**src/rtl/eep_pkg.sv**
```systemverilog
package eep_pkg;
  localparam int ADDR_W = 13;
  localparam int DATA_W = 8;
  localparam int SLOT_W = 6;
  localparam int PAGE_W = ADDR_W - SLOT_W;
  localparam int SLOTS  = 1 << SLOT_W;

  typedef logic [ADDR_W-1:0] addr_t;
  typedef logic [DATA_W-1:0] data_t;
  typedef logic [SLOT_W-1:0] slot_t;
  typedef logic [PAGE_W-1:0] page_t;

  typedef enum logic [1:0] {ST_IDLE, ST_LOAD, ST_PROG} eep_state_t;

  function automatic slot_t slot_of(addr_t a);
    return a[SLOT_W-1:0];
  endfunction

  function automatic page_t page_of(addr_t a);
    return a[ADDR_W-1:SLOT_W];
  endfunction

  function automatic addr_t join_addr(page_t p, slot_t s);
    return {p, s};
  endfunction
endpackage

```
**src/rtl/eep_sync.sv**
```systemverilog
module eep_sync #(
  parameter int W = 3
) (
  input  logic         clk,
  input  logic         rst_n,
  input  logic [W-1:0] raw,
  output logic [W-1:0] synced
);
  for (genvar i = 0; i < W; i++) begin : g_bit
    logic meta_q, sync_q;
    always_ff @(posedge clk or negedge rst_n) begin
      if (!rst_n) begin
        meta_q <= 1'b1;
        sync_q <= 1'b1;
      end else begin
        meta_q <= raw[i];
        sync_q <= meta_q;
      end
    end
    assign synced[i] = sync_q;
  end
endmodule

```
**src/rtl/eep_strobe.sv**
```systemverilog
module eep_strobe
  import eep_pkg::*;
(
  input  logic  clk,
  input  logic  rst_n,
  input  logic  s_ce_n,
  input  logic  s_we_n,
  input  logic  s_oe_n,
  input  addr_t addr,
  input  data_t din,
  output logic  ld_stb,
  output addr_t ld_addr,
  output data_t ld_data
);
  logic  both_low, act_q, armed_q;
  logic  start_ev, end_ev;
  addr_t addr_lat;

  assign both_low = !s_ce_n && !s_we_n;
  // later falling edge: both enables just became low
  assign start_ev = both_low && !act_q;
  // first rising edge: the pair just stopped being low together
  assign end_ev   = !both_low && act_q;

  always_ff @(posedge clk or negedge rst_n) begin
    if (!rst_n) begin
      act_q    <= 1'b0;
      armed_q  <= 1'b0;
      addr_lat <= '0;
    end else begin
      act_q <= both_low;
      if (start_ev) begin
        armed_q  <= s_oe_n;
        addr_lat <= addr;
      end else if (end_ev) begin
        armed_q <= 1'b0;
      end
    end
  end

  assign ld_stb  = end_ev && armed_q;
  assign ld_addr = addr_lat;
  assign ld_data = din;


  oe_gate_chk: assert property (@(posedge clk) disable iff (!rst_n)
    (start_ev && !s_oe_n) |=> !ld_stb);
endmodule

```
**src/rtl/eep_page_ctrl.sv**
```systemverilog
module eep_page_ctrl
  import eep_pkg::*;
#(
  parameter int WIN_CYC  = 100,
  parameter int PROG_CYC = 1000
) (
  input  logic  clk,
  input  logic  rst_n,
  input  logic  ld_stb,
  input  addr_t ld_addr,
  input  data_t ld_data,
  output logic  busy,
  output addr_t last_addr,
  output data_t last_data,
  output logic  mem_we,
  output addr_t mem_addr,
  output data_t mem_wdata
);
  localparam int WCNT_W = $clog2(WIN_CYC + 1);
  localparam int PCNT_W = $clog2(PROG_CYC + 1);

  eep_state_t         st;
  page_t              page_q;
  data_t              buf_q [SLOTS];
  logic [SLOTS-1:0]   vld_q;
  logic [WCNT_W-1:0]  wcnt;
  logic [PCNT_W-1:0]  pcnt;

  logic  page_match, ld_hit, win_done, prog_done, in_commit;
  slot_t ld_slot, prog_slot;

  assign ld_slot    = slot_of(ld_addr);
  assign page_match = page_of(ld_addr) == page_q;
  assign ld_hit     = ld_stb && (st == ST_IDLE || (st == ST_LOAD && page_match));
  assign win_done   = (st == ST_LOAD) && !ld_hit && (wcnt == WCNT_W'(WIN_CYC - 1));
  assign prog_done  = (st == ST_PROG) && (pcnt == PCNT_W'(PROG_CYC - 1));
  assign prog_slot  = pcnt[SLOT_W-1:0];
  assign in_commit  = (st == ST_PROG) && (pcnt < PCNT_W'(SLOTS));

  always_ff @(posedge clk or negedge rst_n) begin
    if (!rst_n) begin
      st        <= ST_IDLE;
      page_q    <= '0;
      vld_q     <= '0;
      wcnt      <= '0;
      pcnt      <= '0;
      last_addr <= '0;
      last_data <= '0;
    end else if (ld_hit) begin
      vld_q[ld_slot] <= 1'b1;
      wcnt           <= '0;
      last_addr      <= ld_addr;
      last_data      <= ld_data;
      if (st == ST_IDLE) begin
        page_q <= page_of(ld_addr);
        st     <= ST_LOAD;
      end
    end else if (win_done) begin
      st   <= ST_PROG;
      pcnt <= '0;
    end else if (st == ST_LOAD) begin
      wcnt <= wcnt + 1'b1;
    end else if (prog_done) begin
      st    <= ST_IDLE;
      vld_q <= '0;
    end else if (st == ST_PROG) begin
      pcnt <= pcnt + 1'b1;
    end
  end

  always_ff @(posedge clk) begin
    if (ld_hit) buf_q[ld_slot] <= ld_data;
  end

  assign busy      = (st == ST_PROG);
  assign mem_we    = in_commit && vld_q[prog_slot];
  assign mem_addr  = join_addr(page_q, prog_slot);
  assign mem_wdata = buf_q[prog_slot];


  we_only_busy_chk: assert property (@(posedge clk) disable iff (!rst_n)
    mem_we |-> busy);

  page_lock_chk: assert property (@(posedge clk) disable iff (!rst_n)
    mem_we |-> (page_of(mem_addr) == page_of(last_addr)));

  busy_ignore_chk: assert property (@(posedge clk) disable iff (!rst_n)
    (busy && ld_stb) |=> ($stable(last_addr) && $stable(last_data)));

  win_to_prog_chk: assert property (@(posedge clk) disable iff (!rst_n)
    win_done |=> $rose(busy));

  prog_clear_chk: assert property (@(posedge clk) disable iff (!rst_n)
    prog_done |=> (!busy && !mem_we));
endmodule

```
**src/rtl/eep_page_writer.sv**
```systemverilog
module eep_page_writer
  import eep_pkg::*;
#(
  parameter int WIN_CYC  = 100,
  parameter int PROG_CYC = 1000
) (
  input  logic              clk,
  input  logic              rst_n,
  input  logic              ce_n,
  input  logic              we_n,
  input  logic              oe_n,
  input  logic [ADDR_W-1:0] addr,
  input  logic [DATA_W-1:0] din,
  output logic              busy,
  output logic [ADDR_W-1:0] last_addr,
  output logic [DATA_W-1:0] last_data,
  output logic              mem_we,
  output logic [ADDR_W-1:0] mem_addr,
  output logic [DATA_W-1:0] mem_wdata
);
  logic [2:0] ctl_sync;
  logic       ld_stb;
  addr_t      ld_addr;
  data_t      ld_data;

  eep_sync #(.W(3)) u_sync (
    .clk(clk), .rst_n(rst_n),
    .raw({oe_n, we_n, ce_n}), .synced(ctl_sync)
  );

  eep_strobe u_strobe (
    .clk(clk), .rst_n(rst_n),
    .s_ce_n(ctl_sync[0]), .s_we_n(ctl_sync[1]), .s_oe_n(ctl_sync[2]),
    .addr(addr), .din(din),
    .ld_stb(ld_stb), .ld_addr(ld_addr), .ld_data(ld_data)
  );

  eep_page_ctrl #(.WIN_CYC(WIN_CYC), .PROG_CYC(PROG_CYC)) u_ctrl (
    .clk(clk), .rst_n(rst_n),
    .ld_stb(ld_stb), .ld_addr(ld_addr), .ld_data(ld_data),
    .busy(busy), .last_addr(last_addr), .last_data(last_data),
    .mem_we(mem_we), .mem_addr(mem_addr), .mem_wdata(mem_wdata)
  );
endmodule

```
**config.mk**
```make
export PLATFORM = sky130hd
export DESIGN_NAME = eep_page_writer
export DESIGN_NICKNAME = d
export VERILOG_FILES = /design/src/rtl/eep_pkg.sv /design/src/rtl/eep_sync.sv /design/src/rtl/eep_strobe.sv /design/src/rtl/eep_page_ctrl.sv /design/src/rtl/eep_page_writer.sv
export SDC_FILE = /design/constraint.sdc
export NUM_CORES = 1
export LEC_CHECK = 0
export CORE_UTILIZATION = 45
export DETAILED_ROUTE_END_ITERATION = 8
export DONT_BUFFER_PORTS = 1
export PLACE_DENSITY = 0.63
export RECOVER_POWER = 50
export SLEW_MARGIN = 25
export SYNTH_ARGS = -nofsm -noshare
export SYNTH_HDL_FRONTEND = slang
export SYNTH_SLANG_ARGS = --single-unit
```
**constraint.sdc**
```tcl
create_clock -name clk -period 8.2 [get_ports clk]
set_input_delay 1.64 -clock clk [delete_from_list [all_inputs] [get_ports clk]]
set_output_delay 1.64 -clock clk [all_outputs]
set_load 0.05 [all_outputs]
```
## After elaboration in Yosys (flattened, before gate mapping)

Memories as Yosys holds them, arrays and structs flattened.
Index checks and enable logic that the tools add are counted.

- RAM bits: 512
- Memories kept: 1
- Output and inout bits: 44
- Bits in read-only memories: 0
- Bits in latches: 0
- Flip-flop bits (word level): 132
- Input port bits: 26

- Shift operators: 0
- Order comparisons: 4
- $mul: 0
- Divide/modulo/power cells: 0
- Bitwise operators: 2
- $add $sub $neg: 2
- Reduce and logical (&&, ||, !) cells: 29
- Multiplexer cells: 24
- Eq/ne operators: 11

Memories:

| name | depth | bits a word | read ports | clocked after memory_dff | wr ports | line | source |
|---|---|---|---|---|---|---|---|
| u_ctrl.buf_q | 64 | 8 | 1 | 0 | 1 | eep_page_ctrl.sv:24 | `data_t buf_q [SLOTS];` |

Operators by type and width:

| operator | count |
|---|---|
| $mux 64 | 4 |
| $or 64x64->64 | 1 |
| $mux 10 | 4 |
| $mux 7 | 3 |
| $lt 6x7->1 const B | 2 |
| $logic_and 1x1->1 | 12 |
| $add 10x1->10 const B | 1 |
| $eq 10x10->1 const B | 1 |
| $lt 10x7->1 const B | 1 |
| $mux 2 | 5 |
| $ne 2x1->1 const B | 4 |
| $reduce_bool 2->1 | 4 |
| $add 7x1->7 const B | 1 |
| $eq 7x7->1 | 1 |
| $eq 7x7->1 const B | 1 |
| $bmux 1 s6 | 1 |
| $demux 1 s6 | 1 |
| $ge 6x1->1 const B | 1 |
| $mux 1 | 6 |
| $reduce_and 3->1 | 2 |
| $logic_not 1->1 | 5 |
| $reduce_and 2->1 | 2 |
| $reduce_and 4->1 | 1 |
| $ne 3x1->1 const B | 1 |
| 7 further kinds | 7 |

## Depth between registers and ports, before layout

Gate-level depths: netlist (run 1).

- Word-level depth: 11
- Depth in mapped cells: 10

## By module

Synthesis (run 1) repeated with hierarchy kept, for this count alone.

- Cell total of the unflattened synthesis: 1473
- Area, all modules: 25954.9 µm²

By module, submodules not included:

| module | area each (µm²) | cells each | times used |
|---|---|---|---|
| eep_page_ctrl | 25074.0 | 1417 | 1 |
| eep_strobe | 700.7 | 47 | 1 |
| eep_sync | 180.2 | 9 | 1 |

## Worst setup path after synthesis (run 1)

Ideal clock, no wire load.

- Path kind: register to output
- From: register u_ctrl.pcnt[1]
- To: output port mem_wdata[4]
- Path buffers: 4
- Path slack: 4.187 ns
- Stages on the path, launching flop included: 8
- Arrival time: 2.373 ns
- Cells stage by stage: dfrtp_1 > buf_2 > buf_2 > buf_2 > buf_2 > mux2i_1 > a221o_1 > a21oi_1

- Cells in the longest elaborated chain, start to end: 1

RTL lines:

| element | line | source |
|---|---|---|
| from (decl) | eep_page_ctrl.sv:27 | `logic [PCNT_W-1:0] pcnt;` |
| from (signal assigned) | eep_page_ctrl.sv:67 | `pcnt <= pcnt + 1'b1;` |
| $mem_v2 64x8 | n/a |  |
| to (decl) | eep_page_writer.sv:19 | `output logic [DATA_W-1:0] mem_wdata` |

No other way between the ends.

## Worst setup path after layout (run 1)

- From: register u_ctrl.pcnt[1]
- To: output port mem_wdata[3]

Same word-level chain as after synthesis.

==> impl_metrics.tcl, run 1 <==
set metrics [dict create \
    slew_viol_final 0 \
    rsz0062_at_grt "no" \
    rows 88 \
    start_util_pct 45.5 \
    cts_max_path_buffers 3 \
    synth_area_um2 26200 \
    num_vias 13795 \
    period_share_pct 72.2 \
    synth-seq-cells 644 \
    drive_above_1_share_pct 23.7 \
    synth_compound_area_share_pct 5.42 \
    core_area_um2 57700 \
    synthesis.nets 1515 \
    cts_tree "built" \
    yosysSeqAreaShare_pct 71.2 \
    powerDensity_nw_per_um2 249 \
    grt_pass1_vias 14289 \
    area_growth_syn_to_layout_pct 10.9 \
    postCtsSetupBuffers 0 \
    synth_xor_area_share_pct 0.367 \
    outcome "completed" \
    grt_antenna_before_repair 1 \
    path_clk_slew_ps 60 \
    cp.required_ps 6560 \
    antenna_left 0 \
    fin_skew_ps 31.0 \
    diodes 0 \
    max-cap-violations 0 \
    ys_types 57 \
    synth_cells 1485 \
    ff2ff_path_depth 7 \
    fill_cells 4690 \
    die_x_um 244 \
    drc 0 \
    yosysWarnings 0 \
    avgSynthCellArea_um2 17.7 \
    via_per_inst 6.03 \
    dp_hpwl_um 35800 \
    arrival_ps 4280 \
    criticalPathCategory "flip-flop to primary output" \
    cts_buffers 69 \
    period_needed_ps 5920 \
    cp_max_fo 78 \
    drt-total-wl_um 61600 \
    final_util_pct 50.4 \
    p_leak_nw 9.65 \
    clkLatencyLatePin_ps 620 \
    synth_edf_count 512 \
    synth_fa_ha_area_share_pct 0.191 \
    cts.sinks 644 \
    hold_path_class "flip-flop to flip-flop" \
    cts_hold_buf 0 \
    maxSlewHeadroom_pct 4.62 \
    cp-start-kind "flip-flop" \
    dieArea_um2 59300 \
    grt_first_pass_wirelength_um 92400 \
    setup-violations-final 0 \
    grt_max_degree 133 \
    hold_viol_final 0 \
    port_buffers 0 \
    die_h_um 244 \
    layout_common_cells "edfxtp_1 (512), nor2_1 (137), dfrtp_1 (123)" \
    post_drt_wl_per_cell_um 26.9 \
    finalNetCount 1498 \
    first_iter_violations 1379 \
    synth_ff_type "edfxtp_1" \
    ir_worst_vdd_mv 0.224 \
    synth_top_family_by_area "multiplexers" \
    gp_congestion 0.822 \
    cts_resized 0 \
    worst_hold_path.num_cells 0 \
    overflow 0 \
    cp-end-kind "primary output" \
    final_common_cell "edfxtp_1" \
    firstDrtPassIters 7 \
    tns_ps 0 \
    max_freq_mhz 169 \
    ioPinCount 70 \
    synthSimpleGateAreaFrac_pct 4.96 \
    track_usage_pct 21.0 \
    muxShareOfSynthArea_pct 15.4 \
    synthArstFlopShare_pct 20.5 \
    htreeDepth 3 \
    cts_root_buf "clkbuf_16" \
    tightest_slew_ps 1420 \
]
-- worst paths after layout --
path	start	to	slack (ps)
worst max register to register	u_sync.g_bit[1].sync_q$_DFF_PN1_	u_ctrl.buf_q[21][2]$_DFFE_PP_	3640
worst max-delay path	u_ctrl.pcnt[1]$_DFFE_PN0P_	mem_wdata[3]	2280
min in group asynchronous	rst_n	u_ctrl.page_q[0]$_DFFE_PN0P_	740
worst min-delay path	u_sync.g_bit[0].meta_q$_DFF_PN1_	u_sync.g_bit[0].sync_q$_DFF_PN1_	360
worst min register to register	u_sync.g_bit[0].meta_q$_DFF_PN1_	u_sync.g_bit[0].sync_q$_DFF_PN1_	360
max in group asynchronous	rst_n	u_sync.g_bit[0].meta_q$_DFF_PN1_	7260
-- flip-flops by register name (all words and copies together) (netlist names) --
register             flops
u_ctrl.pcnt             10
u_strobe.ld_addr        13
u_ctrl.last_data         8
u_ctrl.st                2
u_ctrl.last_addr        13
u_ctrl.buf_q           512
u_ctrl.page_q            7
u_ctrl.vld_q            64
u_ctrl.wcnt              7
u_strobe.armed_q         1
u_sync.g_bit.meta_q      3
u_sync.g_bit.sync_q      3
u_strobe.act_q           1
-- metrics by stage --
stage / instances / total power [mW] / instance area, um2 / hold WS [ps] / setup slack [ps]
6_report: 2287 / 7.24 / 29100 / 358 / 2280
5_1_grt: 2287 / 7.44 / 29100 / 361 / 2090
4_1_cts: 2287 / 7.29 / 29100 / 361 / 2260
3_5_place_dp: 2162 / 4.22 / 26800 / 348 / 2900
3_3_place_gp: 2162 / 4.20 / 26800 / 347 / 2940
2_1_floorplan: 1485 / 4.13 / 26200 / 345 / 4190
-- logic make-up (layout without fill, tap and decap cells) --
family          after synthesis  count (layout)
buf+inv                     124             161
flops                       644             644
xor+xnor                     11              11
fa+ha+maj                     4               4
simple gates                272             272
mux                         245             245
compound gates              185             185
-- critical path: stages (launching register included) --
cell       delay, ps
dfrtp_4          790
buf_12           520
nand2b_1         650
o22ai_1          420
o22ai_1          140
a2111oi_2        630
o21ai_1          460
-- Yosys cell counts (all sizes together) (2+ instances only) --
library cell | count | area share, %
or3 | 3 | 0.072
a41oi | 64 | 2.1
edfxtp | 512 | 59
buf | 71 | 1.7
xor2 | 10 | 0.33
o22ai | 35 | 0.83
nand2b | 5 | 0.12
dfrtp | 126 | 12
dfstp | 6 | 0.60
nor3 | 4 | 0.095
nand3 | 22 | 0.42
o221ai | 6 | 0.20
nor3b | 13 | 0.37
inv | 10 | 0.14
a21o | 2 | 0.057
nor2b | 21 | 0.50
a221o | 2 | 0.076
a21oi | 16 | 0.31
a221oi | 5 | 0.26
a22oi | 6 | 0.17
and2 | 6 | 0.14
or4 | 7 | 0.20
nand3b | 2 | 0.057
clkbuf | 43 | 0.62
or2 | 4 | 0.095
nand4 | 4 | 0.095
mux2 | 87 | 3.7
and3 | 2 | 0.048
mux2i | 39 | 1.5
a211oi | 10 | 0.29
nor2 | 141 | 2.0
and3b | 2 | 0.067
o31ai | 12 | 0.34
o21ai | 19 | 0.36
nor4 | 9 | 0.21
ha | 4 | 0.19
mux4 | 119 | 10
a2111oi | 5 | 0.29
nand2 | 24 | 0.34
-- cell type report --
class,count,area (um2),share of cell area (%)
Timing Repair Buffer,26,220,0.757
Sequential cell,644,18700,64.2
Inverter,10,37.5,0.129
Clock inverter,29,300,1.03
Tap cell,765,957,3.29
Clock buffer,96,1950,6.71
Multi-Input combinational cell,717,6940,23.8
-- where the power goes --
| group | switching [mW] | leakage, nW | internal [mW] |
|---|---|---|---|
| registers | 0.276 | 6.35 | 3.62 |
| clock network | 1.26 | 1.10 | 1.83 |
| logic | 0.147 | 2.20 | 0.106 |
-- per-layer routing --
metal  global-route usage (%)  up-vias  wire (um)  share of wire, %
li1                         -     5925          -                 -
met1                     28.7     7207      25400                41
met2                     32.9      548      29300                48
met3                     5.84      115       5140               8.3
met4                     6.47        0       1700               2.8
met5                        0        -          0                 0
(Power assumes the default switching activity.)
==> inputs of run 2 (changes only) <==
- ABC_AREA: not set -> 1
- clock period: 8.2 -> 6 ns (I/O delays scaled with it)
==> run 2 against run 1 <==
Combinational power rose by 23%. Power rose by 35%. Core utilization fell by 0.16 points. Cell count rose by 42%. First-iteration DRC count rose by 49%. Global-route usage rose by 2.4 points. Flip-flop and latch count did not move. Worst hold slack got worse by 67 ps. Critical path type unchanged.
==> impl_metrics.tcl, run 2 <==
set metrics [dict create \
    outcome "completed" \
    drc 0 \
    synth_top_area_share_pct 56.9 \
    ioPinCount 70 \
    cts_buffers 66 \
    tightest_slew_ps 1070 \
    diodes 0 \
    largest_register_ffs 512 \
    maxSlewHeadroom_pct 28.6 \
    final_common_cell "edfxtp_1" \
    reg_top3 "u_ctrl.buf_q (512), u_ctrl.vld_q (64)" \
    tns_ps 0 \
    r2r_setup_slack_ps 1760 \
    yosysSeqAreaShare_pct 69.1 \
    powerDensity_nw_per_um2 328 \
    netlist_top_cells_count "edfxtp_1 (512), nor2_1 (436), o21ai_0 (414)" \
    area_growth_syn_to_layout_pct 9.97 \
    yosysTopAreaCell "edfxtp_1" \
    antenna_left 0 \
    cts_hold_buf 0 \
    num_vias 18503 \
    synthTopCellsByArea "edfxtp_1 (57%), dfrtp_1 (12%), o21ai_0 (7.7%)" \
    cts_root_buf "clkbuf_16" \
    layout_common_cells "edfxtp_1 (512), nor2_1 (435), o21ai_0 (414)" \
    synth_area_um2 27000 \
    grt_antenna_before_repair 0 \
    criticalPathCategory "flip-flop to primary output" \
    grt_pass1_vias 17748 \
    avgSynthCellArea_um2 10.9 \
    die_x_um 247 \
    grt_max_degree 187 \
    rows 89 \
    core_area_um2 59100 \
    synth_ff_type "edfxtp_1" \
    htreeDepth 3 \
    cts_resized 0 \
    hold_path_class "input pin to asynchronous set/reset pin" \
    postCtsSetupBuffers 0 \
    max-cap-violations 0 \
    p_leak_nw 10.7 \
    top_register "u_ctrl.buf_q" \
    gp_congestion 0.871 \
    cp.required_ps 4800 \
    ys_types 32 \
    arrival_ps 3780 \
    finalNonFillerCells 3244 \
    dieArea_um2 61100 \
    drt-total-wl_um 70500 \
    synth-seq-cells 644 \
    setup-violations-final 0 \
    cts.sinks 644 \
    synthArstFlopShare_pct 20.5 \
    placed_cells 3124 \
    synth.most_common_cell "edfxtp_1" \
    post_drt_wl_per_cell_um 21.7 \
    die_h_um 247 \
    finalNetCount 2449 \
    period_needed_ps 4980 \
    cp_max_fo 34 \
    synth_edf_count 512 \
    via_per_inst 5.70 \
    synth_cells 2479 \
    rsz0062_at_grt "no" \
    port_buffers 0 \
    start_util_pct 45.7 \
    grt_first_pass_wirelength_um 108000 \
    cp-start-kind "flip-flop" \
    ir_worst_vdd_mv 0.259 \
    hold_viol_final 0 \
    drive_above_1_share_pct 6.03 \
    max_freq_mhz 201 \
    first_iter_violations 2057 \
    fin_skew_ps 21.9 \
    synthesis.nets 2509 \
    finalPower_mw 9.74 \
    period_share_pct 82.9 \
    path_clk_slew_ps 60 \
    clkLatencyLatePin_ps 610 \
    dp_hpwl_um 41100 \
    overflow 0 \
    cts_max_path_buffers 3 \
    track_usage_pct 23.5 \
    firstDrtPassIters 5 \
    yosysWarnings 0 \
    cts_tree "built" \
    cp-end-kind "primary output" \
    slew_viol_final 0 \
]
run 2: worst paths after layout:
check                                                  from                               end  depth (start not counted)
max in group asynchronous                             rst_n      u_ctrl.vld_q[61]$_DFFE_PN0P_                          0
setup / recovery                 u_ctrl.pcnt[3]$_DFFE_PN0P_                      mem_wdata[4]                          8
hold reg to reg            u_sync.g_bit[1].meta_q$_DFF_PN1_  u_sync.g_bit[1].sync_q$_DFF_PN1_                          0
setup reg to reg           u_sync.g_bit[1].sync_q$_DFF_PN1_     u_ctrl.buf_q[26][5]$_DFFE_PP_                          9
hold / removal                                        rst_n   u_ctrl.last_data[6]$_DFFE_PN0P_                          0
min in group clk           u_sync.g_bit[1].meta_q$_DFF_PN1_  u_sync.g_bit[1].sync_q$_DFF_PN1_                          0
run 2: cell type report:
type | instances | area, um2
fill | 5139 | 29400
sequential | 644 | 18700
multi-input combinational | 1549 | 7150
clock buffer | 82 | 1830
tap | 773 | 967
inverter | 137 | 519
clock inverter | 38 | 373
timing repair buffer | 21 | 195
run 2: power by group:
part	total [mW]	internal (mW)	switching, mW
combinational	0.312	0.0934	0.218
sequential	5.27	4.94	0.334
clock	4.16	2.43	1.72
total	9.74	7.46	2.28
run 2: routing by layer:
metal	vias to the layer above	track usage (%)	part of all wire (%)
li1	8498	-	-
met1	9134	32.3	42
met2	743	37.3	47
met3	128	4.48	8.3
met4	0	8.24	2.7
met5	-	0	0
run 2: kinds of logic (layout without fill, tap and decap cells):
group / Yosys count / after routing / synth area share, %
and+or+nand+nor: 960 / 960 / 14.3
DFF: 644 / 644 / 69.1
AOI/OAI and AO/OA: 564 / 564 / 11.3
buffers and inverters: 286 / 278 / 4.42
xor gates and xnor gates: 16 / 16 / 0.518
muxes: 5 / 5 / 0.185
adders and majority gates: 4 / 4 / 0.185
run 2: worst max-delay path, cell delays in order, from the launching register on:
cell      delay, ps
dfrtp_1         810
inv_2           540
nor2_2          440
buf_4           400
a21boi_0        220
nor2_1           60
nand2_1          60
nand3_1         130
nand2_1         470
run 2: through the flow:
stage                     utilization (%)  instance area (um2)  hold slack (ps)  setup WS (ps)
after floorplan                         -                27000              345           2630
after global placement               46.6                27500              346           1720
after detailed placement             46.6                27500              347           1710
after CTS                            50.3                29700              254           1060
after global routing                 50.3                29700              269            852
final                                50.3                29700              291           1020
==> inputs of run 3 (changes only) <==
- clock period: 6 -> 5.1 ns (I/O delays scaled with it)
==> run 3 against run 2 <==
Clock power up 15%. Flip-flop and latch count is the same. Die area unchanged. Cell count is 0.28% higher. Largest power group unchanged. Critical path depth grew 1. Non-clock buffer count up 12. Power rose by 17%. Critical path type unchanged. Sequential share of layout area decreased by 0.15 points. Critical endpoint is now mem_wdata[6].
==> impl_metrics.tcl, run 3 (synthesis results as in run 2) <==
set metrics [dict create \
    slowest_delay_ps 820 \
    layout_common_cells "edfxtp_1 (512), nor2_1 (435), o21ai_0 (414)" \
    max_freq_mhz 212 \
    crit_path_frequent_cell "nand2_1" \
    track_usage_pct 23.6 \
    antenna_left 0 \
    critPathBufInv 3 \
    critPathTopFamily "buffers and inverters" \
    hold_viol_final 0 \
    post_drt_wl_per_cell_um 21.7 \
    arrival_ps 3690 \
    ir_worst_vdd_mv 0.327 \
    internal-power_mw 8.71 \
    via_per_inst 5.67 \
    top_register "u_ctrl.buf_q" \
    drt-total-wl_um 70700 \
    area_growth_syn_to_layout_pct 10.2 \
    combPwrFrac_pct 3.3 \
    dieArea_um2 61100 \
    sw_frac_of_total_pct 23.4 \
    tightest_slew_ps 936 \
    reg2reg_from "u_sync.g_bit[1].sync_q$_DFF_PN1_" \
    finalPower_mw 11.4 \
    cts_root_buf "clkbuf_16" \
    powerDensity_nw_per_um2 381 \
    cts.sinks 644 \
    power_frac_seq_pct 54.6 \
    cts_max_path_buffers 3 \
    setup-violations-final 0 \
    cp.required_ps 4080 \
    hold_path_class "input pin to asynchronous set/reset pin" \
    period_share_pct 92.4 \
    ff2ff_path_depth 9 \
    fin_skew_ps 25.1 \
    cts_resized 0 \
    criticalPathCategory "flip-flop to primary output" \
    path_clk_slew_ps 60 \
    postCtsSetupBuffers 0 \
    rows 89 \
    cp-start-kind "flip-flop" \
    die_x_um 247 \
    cp_max_fo 19 \
    rsz0062_at_grt "no" \
    final_common_cell "edfxtp_1" \
    worstPathCellList "nand2_1 -> inv_1 -> buf_4 -> nand2_1 -> nand2_1 -> inv_1 -> nand2_1 -> a21oi_1 -> nand2_1" \
    finalNonFillerCells 3253 \
    reg2reg_to "u_ctrl.buf_q[2][0]$_DFFE_PP_" \
    gp_congestion 0.919 \
    core_area_um2 59100 \
    ioPinCount 70 \
    clkPwrFrac_pct 42.1 \
    p_leak_nw 10.8 \
    port_buffers 0 \
    start_util_pct 45.7 \
    cp-end-kind "primary output" \
    dp_hpwl_um 41900 \
    diodes 0 \
    cts_hold_buf 0 \
    reg_top3 "u_ctrl.buf_q (512), u_ctrl.vld_q (64)" \
    die_h_um 247 \
    largest_register_ffs 512 \
    drc 0 \
    maxSlewHeadroom_pct 37.4 \
    placed_cells 3136 \
    clkLatencyLatePin_ps 610 \
    r2r_setup_slack_ps 850 \
    num_vias 18459 \
    switchingPower_mw 2.66 \
    htreeDepth 3 \
    grt_first_pass_wirelength_um 109000 \
    slew_viol_final 0 \
    tns_ps 0 \
    first_iter_violations 1815 \
    period_needed_ps 4710 \
    drive_above_1_share_pct 6.57 \
    grt_antenna_before_repair 0 \
    firstDrtPassIters 5 \
    overflow 0 \
    max-cap-violations 0 \
    cp_slowest_cell "dfrtp_1" \
    grt_max_degree 133 \
    outcome "completed" \
    cts_buffers 67 \
    grt_pass1_vias 18172 \
    cts_tree "built" \
    finalNetCount 2462 \
]
[run 3: changes by cell type in the layout (fill, tap and decap cells not counted), moves of 2 or more]
| cell | delta |
|---|---|
| inv_6 | -3 |
| buf_4 | +8 |
| clkinv_1 | -10 |
| buf_12 | +4 |
| clkinv_2 | +7 |
| clkinvlp_4 | +2 |
| clkbuf_1 | +4 |
| clkinv_8 | -2 |
| bufinv_16 | -2 |
[run 3: routing by layer]
layer / part of all wire (%) / global-route usage, % / vias up
met1: 43 / 32.3 / 9095
met2: 47 / 37.9 / 736
met4: 2.5 / 8.04 / 0
met5: 0 / 0 / -
met3: 7.3 / 4.17 / 117
li1: - / - / 8511
[run 3: metrics by stage]
step / instance area, um2 / util (%) / worst slack, ps / hold WS [ps]
after detailed placement: 27700 / 46.8 / 1080 / 347
after CTS: 29800 / 50.4 / 431 / 85.7
after global placement: 27700 / 46.8 / 1100 / 347
after global routing: 29800 / 50.4 / 251 / 104
final: 29800 / 50.4 / 389 / 115
after floorplan: 27000 / - / 1910 / 345
[run 3: final cells by class]
class	instances	area [um2]
sequential	644	18700
inverter	137	519
fill	5088	29300
clock buffer	87	1870
clock inverter	30	264
tap	773	967
timing repair buffer	33	335
multi-input combinational	1549	7150
[run 3: worst max path at each step]
stage / end / slack [ps] / start / cells past startpoint
4_1_cts: mem_wdata[6] / 430 / u_ctrl.pcnt[3]$_DFFE_PN0P_ / 9
6_report: mem_wdata[6] / 390 / u_ctrl.pcnt[3]$_DFFE_PN0P_ / 9
5_1_grt: mem_wdata[6] / 250 / u_ctrl.pcnt[3]$_DFFE_PN0P_ / 9
2_1_floorplan: mem_we / 1910 / u_ctrl.st[0]$_DFFE_PN0P_ / 3
3_3_place_gp: mem_wdata[6] / 1100 / u_ctrl.pcnt[3]$_DFFE_PN0P_ / 9
3_5_place_dp: mem_wdata[6] / 1080 / u_ctrl.pcnt[3]$_DFFE_PN0P_ / 9
[run 3: power groups by stage]
stage | Sequential [mW] | Clock, mW | Combinational [mW]
floorplan | 6.28 | 0 | 0.267
global placement | 6.31 | 0 | 0.352
detailed placement | 6.31 | 0 | 0.369
CTS | 6.21 | 4.86 | 0.371
global route | 6.22 | 5.05 | 0.425
finish | 6.20 | 4.79 | 0.373
